===== src/rtl/irw_pkg.sv =====
package irw_pkg;
   typedef enum logic [1:0] {
      SEL_TBL_ADDR = 2'd0,
      SEL_TBL_DATA = 2'd1,
      SEL_RS_ADDR  = 2'd2,
      SEL_RS_DATA  = 2'd3
   } irw_sel_e;

   localparam int unsigned IRW_NREGS = 4;
   localparam int unsigned IRW_SELW  = 2;
endpackage


===== src/rtl/irw_port_decode.sv =====
module irw_port_decode
   import irw_pkg::*;
#(
   parameter int unsigned N_PORTS = 2,
   parameter int unsigned DATA_W  = 32
) (
   input  logic [N_PORTS-1:0]                  wr_en,
   input  logic [N_PORTS*IRW_SELW-1:0]         wr_sel,
   input  logic [N_PORTS*DATA_W-1:0]           wr_data,
   output logic [IRW_NREGS-1:0]                hit,
   output logic [IRW_NREGS-1:0][DATA_W-1:0]    hit_data
);
   // Ports are scanned in rising index order, so a later port overrides an earlier one.
   always_comb begin
      hit      = '0;
      hit_data = '0;
      for (int p = 0; p < int'(N_PORTS); p++) begin
         if (wr_en[p]) begin
            hit[wr_sel[p*IRW_SELW +: IRW_SELW]]      = 1'b1;
            hit_data[wr_sel[p*IRW_SELW +: IRW_SELW]] = wr_data[p*DATA_W +: DATA_W];
         end
      end
   end
endmodule


===== src/rtl/irw_table_chan.sv =====
module irw_table_chan #(
   parameter int unsigned DATA_W    = 32,
   parameter int unsigned TBL_DEPTH = 12,
   localparam int unsigned IDX_W    = (TBL_DEPTH > 1) ? $clog2(TBL_DEPTH) : 1
) (
   input  logic              clk,
   input  logic              rst_n,
   input  logic              addr_wr,
   input  logic [DATA_W-1:0] addr_val,
   input  logic              data_wr,
   input  logic [DATA_W-1:0] data_val,
   input  logic [IDX_W-1:0]  rd_idx,
   output logic [DATA_W-1:0] rd_data,
   output logic [DATA_W-1:0] tbl_addr,
   output logic              err
);
   localparam logic [DATA_W-1:0] DEPTH_V = DATA_W'(TBL_DEPTH);

   logic [DATA_W-1:0] entry_q [TBL_DEPTH];
   logic              in_range;

   assign in_range = (tbl_addr < DEPTH_V);

   always_ff @(posedge clk or negedge rst_n) begin
      if (!rst_n) begin
         tbl_addr <= '0;
         err      <= 1'b0;
      end else begin
         if (data_wr && !in_range) err <= 1'b1;
         if (addr_wr)      tbl_addr <= addr_val;
         else if (data_wr) tbl_addr <= tbl_addr + 1'b1;
      end
   end

   for (genvar e = 0; e < int'(TBL_DEPTH); e++) begin : g_entry
      always_ff @(posedge clk or negedge rst_n) begin
         if (!rst_n)
            entry_q[e] <= '0;
         else if (data_wr && in_range && (tbl_addr[IDX_W-1:0] == IDX_W'(e)))
            entry_q[e] <= data_val;
      end
   end

   always_comb begin
      rd_data = '0;
      if (32'(rd_idx) < TBL_DEPTH) rd_data = entry_q[rd_idx];
   end
endmodule


===== src/rtl/irw_regspace_chan.sv =====
module irw_regspace_chan #(
   parameter int unsigned DATA_W = 32,
   parameter int unsigned OFS_W  = 16,
   localparam int unsigned FLG_W = DATA_W - OFS_W
) (
   input  logic              clk,
   input  logic              rst_n,
   input  logic              addr_wr,
   input  logic [DATA_W-1:0] addr_val,
   input  logic              data_wr,
   input  logic [DATA_W-1:0] data_val,
   output logic [DATA_W-1:0] rs_addr,
   output logic              rq_valid,
   output logic [OFS_W-1:0]  rq_addr,
   output logic [DATA_W-1:0] rq_data
);
   logic [FLG_W-1:0] flags;
   logic [OFS_W-1:0] ofs;

   assign flags = rs_addr[DATA_W-1:OFS_W];
   assign ofs   = rs_addr[OFS_W-1:0];

   always_ff @(posedge clk or negedge rst_n) begin
      if (!rst_n) begin
         rs_addr  <= '0;
         rq_valid <= 1'b0;
         rq_addr  <= '0;
         rq_data  <= '0;
      end else begin
         rq_valid <= data_wr;
         if (data_wr) begin
            rq_addr <= ofs;
            rq_data <= data_val;
         end
         if (addr_wr)      rs_addr <= addr_val;
         else if (data_wr) rs_addr <= {flags, ofs + 1'b1};
      end
   end
endmodule


===== src/rtl/irw_indirect_writer.sv =====
module irw_indirect_writer
   import irw_pkg::*;
#(
   parameter int unsigned N_PORTS   = 2,
   parameter int unsigned DATA_W    = 32,
   parameter int unsigned OFS_W     = 16,
   parameter int unsigned TBL_DEPTH = 12,
   localparam int unsigned IDX_W    = (TBL_DEPTH > 1) ? $clog2(TBL_DEPTH) : 1
) (
   input  logic                        clk,
   input  logic                        rst_n,
   input  logic [N_PORTS-1:0]          cr_wr_en,
   input  logic [N_PORTS*2-1:0]        cr_wr_sel,
   input  logic [N_PORTS*DATA_W-1:0]   cr_wr_data,
   input  logic [1:0]                  cr_rd_sel,
   output logic [DATA_W-1:0]           cr_rd_data,
   input  logic                        wr_flag_clr,
   output logic [3:0]                  reg_written,
   output logic                        tbl_err,
   input  logic [IDX_W-1:0]            tbl_rd_idx,
   output logic [DATA_W-1:0]           tbl_rd_data,
   output logic                        rq_valid,
   output logic [OFS_W-1:0]            rq_addr,
   output logic [DATA_W-1:0]           rq_data
);
   if (N_PORTS < 1) begin : g_bad_ports
      $error("N_PORTS must be at least 1");
   end
   if (OFS_W < 1 || OFS_W >= DATA_W) begin : g_bad_ofs
      $error("OFS_W must lie between 1 and DATA_W-1");
   end
   if (TBL_DEPTH < 2 || TBL_DEPTH > 1024) begin : g_bad_depth
      $error("TBL_DEPTH out of supported range");
   end

   logic [IRW_NREGS-1:0]             hit;
   logic [IRW_NREGS-1:0][DATA_W-1:0] hit_data;
   logic [DATA_W-1:0]                tbl_addr;
   logic [DATA_W-1:0]                rs_addr;

   irw_port_decode #(.N_PORTS(N_PORTS), .DATA_W(DATA_W)) i_decode (
      .wr_en    (cr_wr_en),
      .wr_sel   (cr_wr_sel),
      .wr_data  (cr_wr_data),
      .hit      (hit),
      .hit_data (hit_data)
   );

   irw_table_chan #(.DATA_W(DATA_W), .TBL_DEPTH(TBL_DEPTH)) i_table (
      .clk      (clk),
      .rst_n    (rst_n),
      .addr_wr  (hit[SEL_TBL_ADDR]),
      .addr_val (hit_data[SEL_TBL_ADDR]),
      .data_wr  (hit[SEL_TBL_DATA]),
      .data_val (hit_data[SEL_TBL_DATA]),
      .rd_idx   (tbl_rd_idx),
      .rd_data  (tbl_rd_data),
      .tbl_addr (tbl_addr),
      .err      (tbl_err)
   );

   irw_regspace_chan #(.DATA_W(DATA_W), .OFS_W(OFS_W)) i_regspace (
      .clk      (clk),
      .rst_n    (rst_n),
      .addr_wr  (hit[SEL_RS_ADDR]),
      .addr_val (hit_data[SEL_RS_ADDR]),
      .data_wr  (hit[SEL_RS_DATA]),
      .data_val (hit_data[SEL_RS_DATA]),
      .rs_addr  (rs_addr),
      .rq_valid (rq_valid),
      .rq_addr  (rq_addr),
      .rq_data  (rq_data)
   );

   // A write in the same cycle as a clear wins for its own bit.
   always_ff @(posedge clk or negedge rst_n) begin
      if (!rst_n)           reg_written <= '0;
      else if (wr_flag_clr) reg_written <= hit;
      else                  reg_written <= reg_written | hit;
   end

   always_comb begin
      unique case (irw_sel_e'(cr_rd_sel))
         SEL_TBL_ADDR: cr_rd_data = tbl_addr;
         SEL_RS_ADDR:  cr_rd_data = rs_addr;
         default:      cr_rd_data = '0;
      endcase
   end
endmodule


===== config.mk =====
export PLATFORM = sky130hd
export DESIGN_NAME = irw_indirect_writer
export DESIGN_NICKNAME = d
export VERILOG_FILES = /design/src/rtl/irw_pkg.sv /design/src/rtl/irw_port_decode.sv /design/src/rtl/irw_table_chan.sv /design/src/rtl/irw_regspace_chan.sv /design/src/rtl/irw_indirect_writer.sv
export SDC_FILE = /design/constraint.sdc
export NUM_CORES = 1
export LEC_CHECK = 0
export BUFFER_PORTS_ARGS = -buffer_cell sky130_fd_sc_hd__buf_4
export CAP_MARGIN = 40
export CORE_MARGIN = 2
export CORE_UTILIZATION = 60
export CTS_CLUSTER_DIAMETER = 120
export CTS_CLUSTER_SIZE = 28
export DETAILED_ROUTE_END_ITERATION = 7
export GPL_ROUTABILITY_DRIVEN = 0
export PLACE_DENSITY = 0.8
export SYNTH_ARGS = -nofsm -noshare
export SYNTH_HDL_FRONTEND = slang
export SYNTH_SLANG_ARGS = --single-unit

===== constraint.sdc =====
create_clock -name clk -period 3.37 [get_ports clk]
set_clock_uncertainty 0.1 [all_clocks]
set_input_delay 0 -clock clk [delete_from_list [all_inputs] [get_ports clk]]
set_output_delay 0 -clock clk [all_outputs]
set_load 0.02 [all_outputs]

== Word-level counts from Yosys, hierarchy flattened ==
Cells that the tools add are included.

* Bitwise operators: 4
* Multiplexer cells: 23
* Add/subtract/negate cells: 2
* Equality and inequality tests: 12
* Reduce and logical (&&, ||, !) cells: 21
* $lt $le $gt $ge: 7

{| class="wikitable"
|+ Operator list
! kind !! number
|-
| $mux W128 || 2
|-
| $mux W32 || 8
|-
| $and A128 B128 Y128 || 1
|-
| $bmux W32 S4 || 1
|-
| $bwmux W128 || 1
|-
| $demux W32 S2 || 2
|-
| $pmux W32 S2 || 1
|-
| $add A32 B1 Y32 const B || 1
|-
| $lt A32 B4 Y1 const B || 1
|-
| $add A16 B1 Y16 const B || 1
|-
| $eq A4 B3 Y1 const B || 4
|-
| $eq A4 B4 Y1 const B || 4
|-
| $logic_and A1 B1 Y1 || 16
|-
| $mux W16 || 1
|-
| $mux W4 || 3
|-
| $eq A4 B2 Y1 const B || 2
|-
| $or A4 B4 Y4 || 2
|-
| $lt A2 B3 Y1 const B || 2
|-
| $ge A5 B5 Y1 const B || 1
|-
| $not A4 Y5 || 1
|-
| $demux W1 S2 || 2
|-
| $eq A4 B1 Y1 const B || 1
|-
| $ge A2 B1 Y1 const B || 2
|-
| $logic_not A4 Y1 || 1
|-
| 6 further kinds || 8
|}

* Flip-flop bits (word level): 502
* Output and inout port bits: 118
* Input port bits: 79
* Logic and storage cells: 89

== Logic depth before layout (Yosys ltp) ==
* Depth after elaboration: 9
* Depth in mapped cells: 10

== By module ==
Synthesis repeated with hierarchy kept, for this count alone.

* Cells, all modules: 1992
* Area total of the unflattened synthesis: 26256.4 um^2

{| class="wikitable"
|+ By module, submodules not included
! module !! times used !! area an instance (um^2) !! cells an instance
|-
| irw_table_chan || 1 || 19551.3 || 1306
|-
| irw_regspace_chan || 1 || 3298.2 || 230
|-
| irw_port_decode || 1 || 2750.1 || 376
|-
| irw_indirect_writer || 1 || 656.9 || 80
|}

== Worst setup path after synthesis ==
No wires, ideal clock.

* Kind: register to register
* Start: register i_table.tbl_addr[27]
* End: register i_table.entry_q[257] (netlist name)
* Stages on the path, launching flop included: 10
* Required time: 3145 ps
* Path buffers: 4
* Library setup time: 125 ps
* Arrival: 2256 ps
* Slack: 889 ps
* Cells stage by stage: dfrtp_1 -> buf_6 -> nor4_1 -> nand4_1 -> nor3_2 -> buf_4 -> or4b_1 -> buf_2 -> buf_6 -> mux2_4

* Cells in the longest elaborated chain, start to end: 3

{| class="wikitable"
|+ Ends and longest elaborated chain
! what !! line !! source
|-
| from (decl) || irw_table_chan.sv:14 || <nowiki>output logic [DATA_W-1:0] tbl_addr,</nowiki>
|-
| from (signal assigned) || irw_table_chan.sv:30 || <nowiki>if (addr_wr) tbl_addr <= addr_val;</nowiki>
|-
| from (signal assigned) || irw_table_chan.sv:31 || <nowiki>else if (data_wr) tbl_addr <= tbl_addr + 1'b1;</nowiki>
|-
| $lt A32 B4 Y1 || irw_table_chan.sv:22 || <nowiki>assign in_range = (tbl_addr < DEPTH_V);</nowiki>
|-
| $logic_and A1 B1 Y1 (2 in series) || irw_table_chan.sv:39 || <nowiki>else if (data_wr && in_range && (tbl_addr[IDX_W-1:0] == IDX_W'(e)))</nowiki>
|-
| to (signal, indexed assignment) || irw_table_chan.sv:40 || <nowiki>entry_q[e] <= data_val;</nowiki>
|-
| to (decl) || irw_table_chan.sv:19 || <nowiki>logic [DATA_W-1:0] entry_q [TBL_DEPTH];</nowiki>
|}

No other way between the ends.
A chain may end at the register's enable or synchronous reset.

== Final worst setup path ==
* Start: input cr_wr_sel[3]
* End: register i_table.tbl_addr[7]

* Cells in the longest elaborated chain, start to end: 7
* Elaborated cells on any way between the ends: 13
* Those cells by class: 2 x order compare; 8 x mux; 1 x bitwise; 2 x reduce/logical

{| class="wikitable"
|+ Ends and longest elaborated chain
! what !! line !! source
|-
| from (decl) || irw_indirect_writer.sv:13 || <nowiki>input logic [N_PORTS*2-1:0] cr_wr_sel,</nowiki>
|-
| $lt A2 B3 Y1 (implied by the code) / $ge A2 B1 Y1 (equally long branches) || irw_port_decode.sv:19, irw_port_decode.sv:20 ||
|-
| $logic_and A1 B1 Y1 (implied by the code) || irw_port_decode.sv:19, irw_port_decode.sv:20 ||
|-
| $mux W32 (implied by the code) / $mux W1 (equally long branches) || irw_port_decode.sv:20, irw_port_decode.sv:19 ||
|-
| $demux W32 S2 / $demux W1 S2 (equally long branches) || n/a ||
|-
| $bwmux W128 / $or A4 B4 Y4 (equally long branches) || n/a ||
|-
| $mux W128 / $mux W4 (equally long branches) || irw_port_decode.sv:18 || <nowiki>if (wr_en[p]) begin</nowiki>
|-
| $mux W32 / $reduce_bool A2 Y1 (equally long branches) || n/a ||
|}

Several ways; a longest one is shown, not always the timed one.

==> tab_implementation.tex <==
\begin{tabular}{lr}
\hline
Metric & Value \\
\hline
\multicolumn{2}{l}{\textbf{Timing}} \\
Final critical-path required period & 3.02 ns \\
Setup repair after global routing missed its margin & false \\
Setup tns final & 0 ns \\
Final period util & 89.5\% \\
Max-slew violation count & 0 \\
Highest attainable clock frequency & 331 MHz \\
Setup-failing EPs final & 0 \\
Crit path setup slack, layout & 0.352 ns \\
Worst-Margin Slew & 1.00 ns \\
Fin Hold WS & -0.0695 ns \\
Final hold vios & 17 \\
Slew headroom & 33.4\% \\
\multicolumn{2}{l}{\textbf{Yosys}} \\
Post-synthesis register bit count & 502 \\
Synth Warn \# & 0 \\
Syn Inst Count & 1992 \\
Share of synthesized flip-flops with an asynchronous set or reset & 100\% \\
Portion of the post-synthesis area used by sequential elements & 50.9\% \\
Synthesized netlist net count & 2076 \\
Area contributors post-synth & sky130\_fd\_sc\_hd\_\_dfrtp\_1, sky130\_fd\_sc\_hd\_\_mux2\_2, sky130\_fd\_sc\_hd\_\_mux4\_2, sky130\_fd\_sc\_hd\_\_nand2\_1, sky130\_fd\_sc\_hd\_\_mux2i\_1 \\
Syn Area/Cell & 12.4 sq um \\
Cell taking the most area after synthesis & sky130\_fd\_sc\_hd\_\_dfrtp\_1 \\
Post-synth EDFFs & 0 \\
Number of distinct standard cells referenced by the synthesized netlist & 64 \\
Top FF cell, synth & sky130\_fd\_sc\_hd\_\_dfrtp\_1 \\
Netlist Area Pre-Place & 24700 sq um \\
Yosys top cell area share & 50.9\% \\
\multicolumn{2}{l}{\textbf{Setup path}} \\
CP Capture Type & flip-flop \\
Startpoint Class & input pin \\
Required time reported for the critical path endpoint & 3.76 ns \\
Critical-path maximum fanout & 18 \\
Data arrival time at the worst-slack endpoint & 3.41 ns \\
Critical path class & in2reg \\
Flop-to-flop setup slack & 0.37 ns \\
\multicolumn{2}{l}{\textbf{Hold path}} \\
Min-delay worst type & in2async \\
\multicolumn{2}{l}{\textbf{Outcome}} \\
Result of the run & complete, but fails checks \\
Failing checks & hold timing \\
\multicolumn{2}{l}{\textbf{GRT}} \\
Leftover overflow at the end of global routing & 0 \\
Number of global-route vias before repair & 19200 \\
Total Routing Usage GR & 33.1\% \\
Largest net degree at the start of global routing & 106 \\
Number of antenna violations at the first check in global routing & 0 \\
Wire length of the first global-routing pass & 109000 um \\
\multicolumn{2}{l}{\textbf{Cells and area}} \\
Layout fillers & 2733 \\
Layout overhead on the synthesized area & 15.3\% \\
Cell area after layout & 28400 sq um \\
Diodes inserted & 0 \\
Fraction of final layout cells sized beyond drive strength 1 & 36.2\% \\
Post-layout nets & 2298 \\
\multicolumn{2}{l}{\textbf{Route}} \\
First-pass iteration count of the detailed router & 8 \\
Wirelength per Cell & 25.2 um \\
Remaining number of nets flagged by the antenna check after routing & 0 \\
Post-Route WL & 69200 um \\
Number of vias in the routed layout & 18400 \\
1st-iter DRT viols & 2482 \\
Post-route DRC violation count & 0 \\
Mean number of vias per cell & 6.72 \\
\multicolumn{2}{l}{\textbf{Clocking}} \\
Clk\_lat worst skew & 0.59 ns \\
Post-CTS clock slew at the launch and capture registers of the worst setup and hold paths & 0.11 ns \\
Cts bufs inserted & 21 \\
Clock Root Buffer & sky130\_fd\_sc\_hd\_\_clkbuf\_16 \\
TritonCTS clock tree & done \\
Post-CTS Setup Bufs & 0 \\
Number of levels in the clock H-tree & 1 \\
Clock Path Buffers & 3 \\
Number of sinks driven by the clock tree & 502 \\
\multicolumn{2}{l}{\textbf{Floorplan}} \\
Die outline area & 42700 sq um \\
Starting density of the core & 60.5\% \\
CORE AREA & 40700 sq um \\
Rows & 74 \\
Die Y-Extent & 207 um \\
Top-level port count & 197 \\
Die span in x & 207 um \\
\multicolumn{2}{l}{\textbf{Run}} \\
Number of maximum-capacitance violations & 0 \\
\multicolumn{2}{l}{\textbf{Power and ir drop}} \\
Peak ir drop on the vdd network & 0.483 mV \\
Pwr Density & 429 nW/um\^{}2 \\
Leakage power summed over all cells & 13.7 nW \\
\multicolumn{2}{l}{\textbf{Place}} \\
Port-buffer cells & 196 \\
Worst Setup Slack post-DPL & 0.579 ns \\
Area after DPL & 26800 sq um \\
Post-DP HPWL & 43500 um \\
\hline
\end{tabular}
[critical path, cell delays in order]
cell and delay [ns]:
sky130_fd_sc_hd__dlygate4sd3_1 0.57, sky130_fd_sc_hd__buf_4 0.18, sky130_fd_sc_hd__nand3b_1 0.74, sky130_fd_sc_hd__buf_12 0.43, sky130_fd_sc_hd__a211oi_1 0.55, sky130_fd_sc_hd__o21ai_0 0.22
sky130_fd_sc_hd__a21oi_1 0.16, sky130_fd_sc_hd__dlygate4sd3_1 0.55
[area by class of cell]
cell class	count	area [sq um]	share of cell area [%]
flip-flops and latches	502	12600	44.2
multi-input cells	1267	11200	39.5
repair buffers	377	3240	11.4
well taps	532	666	2.34
clock buffers	22	539	1.90
inverters	45	169	0.594
clock inverters	1	8.76	0.0308
[worst paths after layout]
check | startpoint | to | cells past startpoint
worst max-delay path | cr_wr_sel[3] | i_table.tbl_addr[7]$_DFFE_PN0P_ | 8
worst min-delay path | rst_n | i_regspace.rs_addr[25]$_DFFE_PN0P_ | 2
worst max register to register | i_table.tbl_addr[27]$_DFFE_PN0P_ | i_table.entry_q[259]$_DFFE_PN0P_ | 6
worst min register to register | i_table.entry_q[356]$_DFFE_PN0P_ | i_table.entry_q[356]$_DFFE_PN0P_ | 1
max in group asynchronous | rst_n | i_table.entry_q[249]$_DFFE_PN0P_ | 3
min in group clk | wr_flag_clr | reg_written[0]$_DFF_PN0_ | 3
[per-layer routing]
metal	up-vias	share of wire, %	track usage, %
met4	0	4.9	13.7
met2	1072	48	54.1
met5	-	0	0
met3	314	9.0	5.79
met1	9378	38	44.4
li1	7676	-	-
[Yosys cell counts, types with 8 or more instances]
library cell / count
sky130_fd_sc_hd__o21ai_0: 32
sky130_fd_sc_hd__o2bb2ai_1: 8
sky130_fd_sc_hd__buf_2: 24
sky130_fd_sc_hd__nand4_1: 18
sky130_fd_sc_hd__nor4_1: 14
sky130_fd_sc_hd__nor3_1: 10
sky130_fd_sc_hd__buf_1: 26
sky130_fd_sc_hd__nand2_1: 190
sky130_fd_sc_hd__mux2_2: 368
sky130_fd_sc_hd__mux4_2: 96
sky130_fd_sc_hd__mux2i_1: 68
sky130_fd_sc_hd__a31oi_1: 58
sky130_fd_sc_hd__dfrtp_1: 502
sky130_fd_sc_hd__inv_1: 45
sky130_fd_sc_hd__nand3_1: 24
sky130_fd_sc_hd__clkbuf_1: 122
sky130_fd_sc_hd__mux2_4: 30
sky130_fd_sc_hd__a21oi_1: 57
sky130_fd_sc_hd__o22ai_1: 52
sky130_fd_sc_hd__nor2_1: 126
[what timing repair did]
item                      CTS  global route
hold buffers              109             0
hold endpoints to repair  244             0
resized for setup           0             0
[kinds of logic (layout without fill, tap and decap cells)]
family                   count (synthesis)  in the layout  share of synthesized area (%)
flip-flops                             502            502                           50.9
AND/OR/NAND/NOR                        422            422                           7.59
XOR/XNOR                                12             12                          0.426
buffers and inverters                  223            445                           3.68
AO/OA/AOI/OAI                          264            264                           6.85
adder cells (fa/ha/maj)                  5              5                          0.254
multiplexers                           564            564                           30.3
[per-stage QoR]
step | cells | utilization (%) | power [mW]
finish | 2746 | 69.8 | 12.2
global route | 2746 | 69.8 | 12.6
global placement | 2595 | 65.4 | 8.90
floorplan | 1992 | - | 7.92
detailed placement | 2614 | 65.7 | 8.98
CTS | 2746 | 69.8 | 12.1
[sequential cells by signal, indices dropped and copies added (netlist names)]
register and flops:
i_table.tbl_addr 32, i_regspace.rq_valid 1, i_table.err 1, i_regspace.rq_data 32, i_regspace.rs_addr 32, i_table.entry_q 384, reg_written 4, i_regspace.rq_addr 16
[cells in the final DEF, fill, tap and decap left out, types with 4 or more instances in the layout]
cell,count
sky130_fd_sc_hd__inv_1,45
sky130_fd_sc_hd__a31oi_1,58
sky130_fd_sc_hd__ha_1,5
sky130_fd_sc_hd__nand3_2,4
sky130_fd_sc_hd__nand3_1,20
sky130_fd_sc_hd__clkbuf_16,21
sky130_fd_sc_hd__buf_12,10
sky130_fd_sc_hd__dlygate4sd3_1,109
sky130_fd_sc_hd__o2bb2ai_1,8
sky130_fd_sc_hd__o22ai_1,52
sky130_fd_sc_hd__buf_4,256
sky130_fd_sc_hd__nand2_1,190
sky130_fd_sc_hd__mux2i_1,68
sky130_fd_sc_hd__o31ai_1,4
sky130_fd_sc_hd__a221o_1,4
sky130_fd_sc_hd__a211oi_1,7
sky130_fd_sc_hd__a21oi_1,57
sky130_fd_sc_hd__nor2_1,126
sky130_fd_sc_hd__nor4_1,14
sky130_fd_sc_hd__nand3b_1,4
sky130_fd_sc_hd__mux2_4,30
sky130_fd_sc_hd__o21ai_0,32
sky130_fd_sc_hd__and3_1,6
sky130_fd_sc_hd__mux4_2,96
sky130_fd_sc_hd__nor3_1,10
sky130_fd_sc_hd__a222oi_1,4
sky130_fd_sc_hd__nand4_1,18
sky130_fd_sc_hd__xor2_1,5
sky130_fd_sc_hd__dfrtp_1,502
sky130_fd_sc_hd__xnor2_1,7
sky130_fd_sc_hd__a22oi_1,7
sky130_fd_sc_hd__and2_1,4
sky130_fd_sc_hd__mux2_2,368
sky130_fd_sc_hd__nand4b_1,4
[report_power, final]
part | total (mW) | switching [mW] | leakage (nW) | internal, mW
sequential | 6.81 | 0.482 | 6.72 | 6.33
clock | 3.01 | 1.85 | 0.271 | 1.16
combinational | 2.36 | 1.36 | 6.71 | 0.998
(Power assumes the default switching activity.)
